[src/rtl/i2c_stat_pkg.sv]
package i2c_stat_pkg;
  localparam int STAT_W = 8;
  localparam int DATA_W = 8;

  typedef enum logic [1:0] {
    SEL_STAT = 2'd0,
    SEL_DATA = 2'd1,
    SEL_CTRL = 2'd2,
    SEL_NONE = 2'd3
  } reg_sel_e;

  // Bit order here is the status word layout, MSB first.
  typedef struct packed {
    logic xfer_done;
    logic slv_addr;
    logic bus_busy;
    logic arb_lost;
    logic rsvd;
    logic slv_dir;
    logic int_pend;
    logic nack;
  } stat_t;
endpackage

[src/rtl/i2c_line_sync.sv]
module i2c_line_sync #(
  parameter int   STAGES  = 2,
  parameter logic RST_VAL = 1'b1
) (
  input  logic clk,
  input  logic rst,
  input  logic line_in,
  output logic line_s,
  output logic line_d
);
  localparam int DEPTH = STAGES + 1;

  logic [DEPTH-1:0] sh;

  always_ff @(posedge clk) begin
    if (rst) sh <= {DEPTH{RST_VAL}};
    else     sh <= {sh[DEPTH-2:0], line_in};
  end

  assign line_s = sh[STAGES-1];
  assign line_d = sh[STAGES];
endmodule

[src/rtl/i2c_bus_watch.sv]
module i2c_bus_watch #(
  parameter int SYNC_STAGES = 2
) (
  input  logic clk,
  input  logic rst,
  input  logic scl_in,
  input  logic sda_in,
  output logic busy
);
  logic scl_s, scl_d, sda_s, sda_d;
  logic scl_high, start_det, stop_det;

  i2c_line_sync #(.STAGES(SYNC_STAGES), .RST_VAL(1'b1)) u_scl (
    .clk(clk), .rst(rst), .line_in(scl_in), .line_s(scl_s), .line_d(scl_d)
  );
  i2c_line_sync #(.STAGES(SYNC_STAGES), .RST_VAL(1'b1)) u_sda (
    .clk(clk), .rst(rst), .line_in(sda_in), .line_s(sda_s), .line_d(sda_d)
  );

  // SCL must be high on both sides of the SDA edge.
  assign scl_high  = scl_s & scl_d;
  assign start_det = scl_high & sda_d & ~sda_s;
  assign stop_det  = scl_high & ~sda_d & sda_s;

  always_ff @(posedge clk) begin
    if (rst)            busy <= 1'b0;
    else if (start_det) busy <= 1'b1;
    else if (stop_det)  busy <= 1'b0;
  end


  busy_set_chk: assert property (@(posedge clk) disable iff (rst)
    start_det |=> busy);

  busy_clr_chk: assert property (@(posedge clk) disable iff (rst)
    stop_det |=> !busy);

  busy_hold_chk: assert property (@(posedge clk) disable iff (rst)
    (!scl_high) |=> (busy == $past(busy)));
endmodule

[src/rtl/i2c_flag_bank.sv]
module i2c_flag_bank
  import i2c_stat_pkg::*;
(
  input  logic  clk,
  input  logic  rst,
  input  logic  ev_byte_done,
  input  logic  ev_ack_bit,
  input  logic  ev_addr_hit,
  input  logic  ev_gcall_hit,
  input  logic  gcall_en,
  input  logic  ev_rw_bit,
  input  logic  ev_arb_lost,
  input  logic  tx_mode,
  input  logic  data_rd,
  input  logic  data_wr,
  input  logic  ctrl_wr,
  input  logic  clr_arb,
  input  logic  clr_int,
  input  logic  bus_busy,
  output stat_t stat
);
  logic xfer_q, slv_q, arb_q, dir_q, int_q, nack_q;
  logic addr_match, xfer_clr, int_set;

  assign addr_match = ev_addr_hit | (ev_gcall_hit & gcall_en);
  assign xfer_clr   = (data_rd & ~tx_mode) | (data_wr & tx_mode);
  assign int_set    = ev_byte_done | addr_match | ev_arb_lost;

  // Every flag: set has priority over clear.
  always_ff @(posedge clk) begin
    if (rst) begin
      xfer_q <= 1'b0;
      slv_q  <= 1'b0;
      arb_q  <= 1'b0;
      dir_q  <= 1'b0;
      int_q  <= 1'b0;
      nack_q <= 1'b0;
    end else begin
      if (ev_byte_done)  xfer_q <= 1'b1;
      else if (xfer_clr) xfer_q <= 1'b0;

      if (addr_match)    slv_q <= 1'b1;
      else if (ctrl_wr)  slv_q <= 1'b0;

      if (ev_arb_lost)   arb_q <= 1'b1;
      else if (clr_arb)  arb_q <= 1'b0;

      if (int_set)       int_q <= 1'b1;
      else if (clr_int)  int_q <= 1'b0;

      if (addr_match)    dir_q  <= ev_rw_bit;
      if (ev_byte_done)  nack_q <= ev_ack_bit;
    end
  end

  always_comb begin
    stat           = '0;
    stat.xfer_done = xfer_q;
    stat.slv_addr  = slv_q;
    stat.bus_busy  = bus_busy;
    stat.arb_lost  = arb_q;
    stat.slv_dir   = dir_q;
    stat.int_pend  = int_q;
    stat.nack      = nack_q;
  end


  xfer_hold_chk: assert property (@(posedge clk) disable iff (rst)
    (xfer_q && !xfer_clr) |=> xfer_q);

  slv_clr_chk: assert property (@(posedge clk) disable iff (rst)
    (ctrl_wr && !ev_addr_hit && !(ev_gcall_hit && gcall_en)) |=> !slv_q);

  arb_hold_chk: assert property (@(posedge clk) disable iff (rst)
    (arb_q && !clr_arb) |=> arb_q);

  arb_set_wins_chk: assert property (@(posedge clk) disable iff (rst)
    ev_arb_lost |=> arb_q);

  int_set_chk: assert property (@(posedge clk) disable iff (rst)
    (ev_byte_done || ev_addr_hit || ev_arb_lost) |=> int_q);

  nack_keep_chk: assert property (@(posedge clk) disable iff (rst)
    (!ev_byte_done) |=> $stable(nack_q));
endmodule

[src/rtl/i2c_stat_reg.sv]
module i2c_stat_reg
  import i2c_stat_pkg::*;
#(
  parameter int SYNC_STAGES = 2
) (
  input  logic              clk,
  input  logic              rst,
  input  logic              scl_in,
  input  logic              sda_in,
  input  logic              ev_byte_done,
  input  logic              ev_ack_bit,
  input  logic              ev_addr_hit,
  input  logic              ev_gcall_hit,
  input  logic              gcall_en,
  input  logic              ev_rw_bit,
  input  logic              ev_arb_lost,
  input  logic              tx_mode,
  input  logic              irq_en,
  input  logic [1:0]        reg_sel,
  input  logic              reg_wr,
  input  logic              reg_rd,
  input  logic [DATA_W-1:0] reg_wdata,
  output logic [DATA_W-1:0] reg_rdata,
  output logic [DATA_W-1:0] tx_byte,
  output logic              irq
);
  localparam int ARB_BIT = 4;
  localparam int INT_BIT = 1;

  reg_sel_e          sel;
  logic              busy;
  logic              stat_wr, data_wr, data_rd, ctrl_wr;
  stat_t             stat;
  logic [DATA_W-1:0] data_q;

  assign sel     = reg_sel_e'(reg_sel);
  assign stat_wr = reg_wr & (sel == SEL_STAT);
  assign data_wr = reg_wr & (sel == SEL_DATA);
  assign data_rd = reg_rd & (sel == SEL_DATA);
  assign ctrl_wr = reg_wr & (sel == SEL_CTRL);

  i2c_bus_watch #(.SYNC_STAGES(SYNC_STAGES)) u_watch (
    .clk(clk), .rst(rst), .scl_in(scl_in), .sda_in(sda_in), .busy(busy)
  );

  i2c_flag_bank u_flags (
    .clk(clk), .rst(rst),
    .ev_byte_done(ev_byte_done), .ev_ack_bit(ev_ack_bit),
    .ev_addr_hit(ev_addr_hit), .ev_gcall_hit(ev_gcall_hit),
    .gcall_en(gcall_en), .ev_rw_bit(ev_rw_bit), .ev_arb_lost(ev_arb_lost),
    .tx_mode(tx_mode), .data_rd(data_rd), .data_wr(data_wr),
    .ctrl_wr(ctrl_wr),
    .clr_arb(stat_wr & reg_wdata[ARB_BIT]),
    .clr_int(stat_wr & reg_wdata[INT_BIT]),
    .bus_busy(busy), .stat(stat)
  );

  always_ff @(posedge clk) begin
    if (rst)          data_q <= '0;
    else if (data_wr) data_q <= reg_wdata;
  end

  always_ff @(posedge clk) begin
    if (rst) begin
      reg_rdata <= '0;
    end else if (reg_rd) begin
      case (sel)
        SEL_STAT: reg_rdata <= stat;
        SEL_DATA: reg_rdata <= data_q;
        default:  reg_rdata <= '0;
      endcase
    end
  end

  always_ff @(posedge clk) begin
    if (rst) irq <= 1'b0;
    else     irq <= stat.int_pend & irq_en;
  end

  assign tx_byte = data_q;


  irq_on_chk: assert property (@(posedge clk) disable iff (rst)
    (stat.int_pend && irq_en) |=> irq);

  irq_off_chk: assert property (@(posedge clk) disable iff (rst)
    (!stat.int_pend || !irq_en) |=> !irq);

  data_load_chk: assert property (@(posedge clk) disable iff (rst)
    data_wr |=> (tx_byte == $past(reg_wdata)));

  rsvd_zero_chk: assert property (@(posedge clk) disable iff (rst)
    (reg_rd && sel == SEL_STAT) |=> !reg_rdata[3]);
endmodule

[config.mk]
export PLATFORM = sky130hd
export DESIGN_NAME = i2c_stat_reg
export DESIGN_NICKNAME = d
export VERILOG_FILES = /design/src/rtl/i2c_stat_pkg.sv /design/src/rtl/i2c_line_sync.sv /design/src/rtl/i2c_bus_watch.sv /design/src/rtl/i2c_flag_bank.sv /design/src/rtl/i2c_stat_reg.sv
export SDC_FILE = /design/constraint.sdc
export NUM_CORES = 1
export LEC_CHECK = 0
export CAP_MARGIN = 15
export CORE_MARGIN = 5
export CORE_UTILIZATION = 25
export CTS_BUF_LIST = sky130_fd_sc_hd__clkbuf_16
export DETAILED_ROUTE_END_ITERATION = 10
export PLACE_DENSITY = 0.58
export RECOVER_POWER = 25
export SLEW_MARGIN = 20
export SYNTH_ARGS = -nofsm -noshare
export SYNTH_HDL_FRONTEND = slang
export SYNTH_HIERARCHICAL = 1
export SYNTH_SLANG_ARGS = --single-unit
[constraint.sdc]
create_clock -name clk -period 1.12 [get_ports clk]
set_clock_uncertainty 0.1 [all_clocks]
set_input_delay 0.28 -clock clk [delete_from_list [all_inputs] [get_ports clk]]
set_output_delay 0.28 -clock clk [all_outputs]
set_load 0.05 [all_outputs]
### After elaboration in Yosys (flattened, before gate mapping)

Index checks and enable logic that the tools add are counted.
Widths: inputs -> output; s select.

| storage, ports and cells | value |
|---|---|
| flip-flop bits (word level) | 30 |
| latch bits | 0 |
| RAM bits | 0 |
| ROM bits | 0 |
| input port bits | 25 |
| output and inout port bits | 17 |
| memories kept | 0 |

| cells by class | value |
|---|---|
| add/sub/neg operators | 0 |
| multipliers | 0 |
| divide/modulo/power cells | 0 |
| order comparisons | 0 |
| eq/ne operators | 2 |
| shifts and indexed selects | 0 |
| muxes and demuxes | 11 |
| bitwise operators | 22 |
| reduce and logical (&&, ||, !) cells | 6 |

Operator list:

| operator | number |
|---|---|
| $pmux 8 s2 | 1 |
| $and 1x1->1 | 15 |
| $mux 1 | 10 |
| $reduce_bool 2->1 | 5 |
| $or 1x1->1 | 4 |
| $not 1->1 | 3 |
| $eq 2x1->1 const B | 1 |
| $eq 2x2->1 const B | 1 |
| $logic_not 2->1 | 1 |

### Logic depth before layout (Yosys ltp)

| logic depth | value |
|---|---|
| word-level depth | 6 |
| depth in mapped cells | 4 |
| mapped depth without buffers | 3 |

### Cells and area by module

The synthesis kept the hierarchy.

By module, submodules not included:

| module | times used | cells each | area each (µm²) |
|---|---|---|---|
| i2c_stat_reg | 1 | 71 | 774.5 |
| i2c_flag_bank | 1 | 32 | 297.8 |
| i2c_line_sync | 2 | 6 | 78.8 |
| i2c_bus_watch | 1 | 6 | 47.5 |

### Least setup slack after synthesis

OpenSTA, ideal clock, no wires.

| timing path | value |
|---|---|
| kind | input port to flip-flop |
| start point | input reg_sel[0] |
| end point | register u_flags.xfer_q |
| library setup time | 0.075 ns |
| arrival time | 0.983 ns |
| data required time | 0.945 ns |
| slack | -0.038 ns |
| cell stages on the path | 4 |
| path buffers | 1 |
| cells stage by stage | buf_2 > and3b_1 > mux2_4 > o22ai_1 |

| between the ends | value |
|---|---|
| word-level cells in the longest chain between the ends | 5 |
| elaborated cells on any way between the ends | 7 |
| classes of those cells | eq/ne (1); bitwise (5); reduce/logical (1) |

Ends and longest elaborated chain:

| what | RTL line | text |
|---|---|---|
| from (decl) | i2c_stat_reg.sv:19 | `input logic [1:0] reg_sel,` |
| $eq 2x1->1 | i2c_stat_reg.sv:39 | `assign data_rd = reg_rd & (sel == SEL_DATA);` |
| $and 1x1->1 | i2c_stat_reg.sv:39 |  |
| via data_rd | i2c_stat_reg.sv:32 | `logic stat_wr, data_wr, data_rd, ctrl_wr;` |
| $and 1x1->1 | i2c_flag_bank.sv:26 | `assign xfer_clr = (data_rd & ~tx_mode) \| (data_wr & tx_mode);` |
| $or 1x1->1 | i2c_flag_bank.sv:26 |  |
| $reduce_bool 2->1 (no source line) | n/a |  |
| to (signal assigned) | i2c_flag_bank.sv:32 | `xfer_q <= 1'b0;` |
| to (signal assigned) | i2c_flag_bank.sv:39 | `if (ev_byte_done) xfer_q <= 1'b1;` |
| to (signal assigned) | i2c_flag_bank.sv:40 | `else if (xfer_clr) xfer_q <= 1'b0;` |
| to (decl) | i2c_flag_bank.sv:22 | `logic xfer_q, slv_q, arb_q, dir_q, int_q, nack_q;` |

The timed path passes the listed nets, and every way through them passes these cells.
A chain may end at the register's enable or synchronous reset.

### Worst setup path in the final report

| timing path | value |
|---|---|
| start point | register reg_rdata[0] |
| end point | output reg_rdata[0] |

RTL lines:

| what | RTL line | text |
|---|---|---|
| from (decl) | i2c_stat_reg.sv:23 | `output logic [DATA_W-1:0] reg_rdata,` |
| from (signal assigned) | i2c_stat_reg.sv:68 | `SEL_STAT: reg_rdata <= stat;` |
| from (signal assigned) | i2c_stat_reg.sv:69 | `SEL_DATA: reg_rdata <= data_q;` |

No word-level cell between the ends.

==> metrics <==
Die ar.=6640 um^2; failing checks=negative setup slack; GPL Wtd Cong=0.740; Layout Nets=199; worst r2r src=tx_byte[1]$_SDFFE_PP0P_; PnR worst setup slack=-0.0319 ns; TritonRoute pass-1 iters=4; io pins=42; DR iter-0 viols=23; fillers=472; Final min period=1.15 ns; hold depth=1; Slew Limit Fails=0; fmax=868 MHz; Rows=26; share of layout cells above drive strength 1=37.7%; Buf/Inv on CP=1; clock buffer depth=2; most frequent cells in the layout=22 x nand2b_1, 18 x mux2i_1, 17 x clkdlybuf4s50_1, 17 x buf_12, 14 x buf_4; Die W=81.5 um; flop-to-flop setup slack=0.11 ns; Syn Nets=146; H-tree depth=2; Vias=994; maxcap violations=0; Leak=0.885 nW; Starting Density=25.3%; synth unique cells=22; CP arrival=0.77 ns; CTS tree=yes; Startpoint Class=register; Avg Inst Size Synth=10.6 um^2; Critical Path RT=0.74 ns; largest net degree at the start of global routing=18; outcome=complete, but fails checks; chip height=81.5 um; critical path's largest stage delay=0.35 ns; vias in the first global route=1085; Worst-Skew Late Latency=0.27 ns; Setup-failing EPs final=17; clock root buffer=clkbuf_16; crit end category=output pin; Hold Path Class=reg2reg; CTS clock-pin slew for the worst setup and hold paths=0.05 ns; WL/cell=12.5 um; CP max stage cell=dfxtp_4; Syn. warnings=6; fin crit share=103%; critical path depth=1; aggregate global-route resource usage=10.1%; GRT overflow=0; register area=642 um^2; hold_sp=u_watch/u_sda/sh[0]$_SDFF_PP1_; most common cell after layout, fill and taps aside=nand2b_1; Residual DRC=0; P per Cell Area=1300 nW/um^2; cts bufs inserted=5; critical-path cell list=buf_12; ant diodes=0; Post-Place Cells=228; Area Overhead vs Synth=69.7%; first-pass GRT wire length=4910 um; Port Buf Inserts=41; final hold violations=0; worst ir drop on vdd=793 uV; vias per std cell=4.06; Clock Sink Count=30; Worst path top cell family by delay=flip-flops; RSZ-0062 raised after global routing=yes; sequential area share after synthesis=47.0%; reg2reg end=reg_rdata[1]$_SDFFE_PP0P_; Synth Cell Area=1280 um^2; Yosys reg bits=30; Worst Setup Path Type=reg2out; WL final=3050 um; Antenna Violating Nets Remaining=0; initial antenna violation count=0; worst-path maximum fanout=2; Synth Instances=121; r2r worst-path depth=4; DP HPWL=2340 um; Multi-input gate area=584 um^2; core area=5040 um^2; Setup TNS=-0.390 ns; Finished Layout Cells=245; Endpoint, Worst Hold=u_watch/u_sda/sh[1]$_SDFF_PP1_
-- state kept, by name, summed over array words and instances (netlist names), 3 cells and up --
signal / count
u_watch/u_scl/sh: 3
reg_rdata: 8
u_watch/u_sda/sh: 3
tx_byte: 8
-- through the flow --
step	instance area (um^2)	hold WS [ns]	worst slack [ns]	power (mW)	utilization, %
after detailed placement	1920	0.296	-0.565	1.57	38.0
after CTS	2160	0.309	-0.0407	2.85	42.9
after global routing	2170	0.332	-0.0555	2.93	43.0
after global placement	1920	0.293	-0.500	1.55	38.0
after floorplan	1290	0.249	-0.0318	1.37	-
final	2170	0.306	-0.0319	2.82	43.0
-- synth_stat cells --
library cell   n  area (um^2)
inv_1          2         7.51
a31oi_1        1         6.26
a41oi_1        1         8.76
nor4bb_1       2         20.0
or2_1          6         37.5
mux2i_1       18          180
buf_4          8         60.1
buf_2          3         15.0
mux2_4         1         15.0
buf_6          2         22.5
o22ai_1        1         6.26
and3b_1        3         26.3
conb_1         1         3.75
dfxtp_1       30          601
nand3_1        1         5.00
nand2_1        3         11.3
nor2_1         3         11.3
or3b_1         1         8.76
o2bb2ai_1      8         70.1
a21oi_1        3         15.0
nand4b_1       1         8.76
nand2b_1      22          138
-- what timing repair did --
| item | CTS | global route |
|---|---|---|
| setup buffers | 8 | 1 |
| pin swaps | 2 | 2 |
| hold buffers | 0 | 0 |
| endpoints found under the setup margin | 40 | 25 |
| gates resized for setup | 35 | 7 |
-- area by class of cell --
type / instances / share of cell area [%]
clock buffers: 5 / 5.77
repair buffers: 59 / 32.5
inverters: 2 / 0.346
flip-flops and latches: 30 / 29.6
multi-input cells: 76 / 26.9
well taps: 70 / 4.04
clock inverters: 3 / 0.750
-- logic make-up (layout without fill, tap and decap cells) --
logic type             after synthesis  in the layout  synth area share (%)
AOI/OAI and AO/OA                   14             14                  8.33
buffers and inverters               15             69                  8.23
DFF                                 30             30                  47.0
muxes                               19             19                  15.3
other                                1              1                 0.294
and+or+nand+nor                     42             42                  20.9
-- worst max path at each step --
stage	start	end
global route	reg_rdata[4]$_SDFFE_PP0P_	reg_rdata[4]
floorplan	rst	reg_rdata[0]$_SDFFE_PP0P_
global placement	reg_sel[1]	reg_rdata[5]$_SDFFE_PP0P_
CTS	reg_rdata[5]$_SDFFE_PP0P_	reg_rdata[5]
finish	reg_rdata[0]$_SDFFE_PP0P_	reg_rdata[0]
detailed placement	reg_sel[0]	tx_byte[4]$_SDFFE_PP0P_
-- power breakdown --
group          total (mW)  switching, mW  internal (mW)
logic               0.404          0.172          0.233
registers            1.14         0.0343           1.10
clock network        1.27          0.466          0.809
total                2.82          0.672           2.15
-- routing by layer --
| layer | vias up | share of wire, % | GRT usage [%] |
|---|---|---|---|
| met3 | 6 | 7.3 | 4.61 |
| met4 | 0 | 1.9 | 4.56 |
| met1 | 443 | 44 | 11.2 |
| li1 | 513 | - | - |
| met5 | - | 0 | 0 |
| met2 | 32 | 47 | 16.4 |
(Power assumes the default switching activity.)
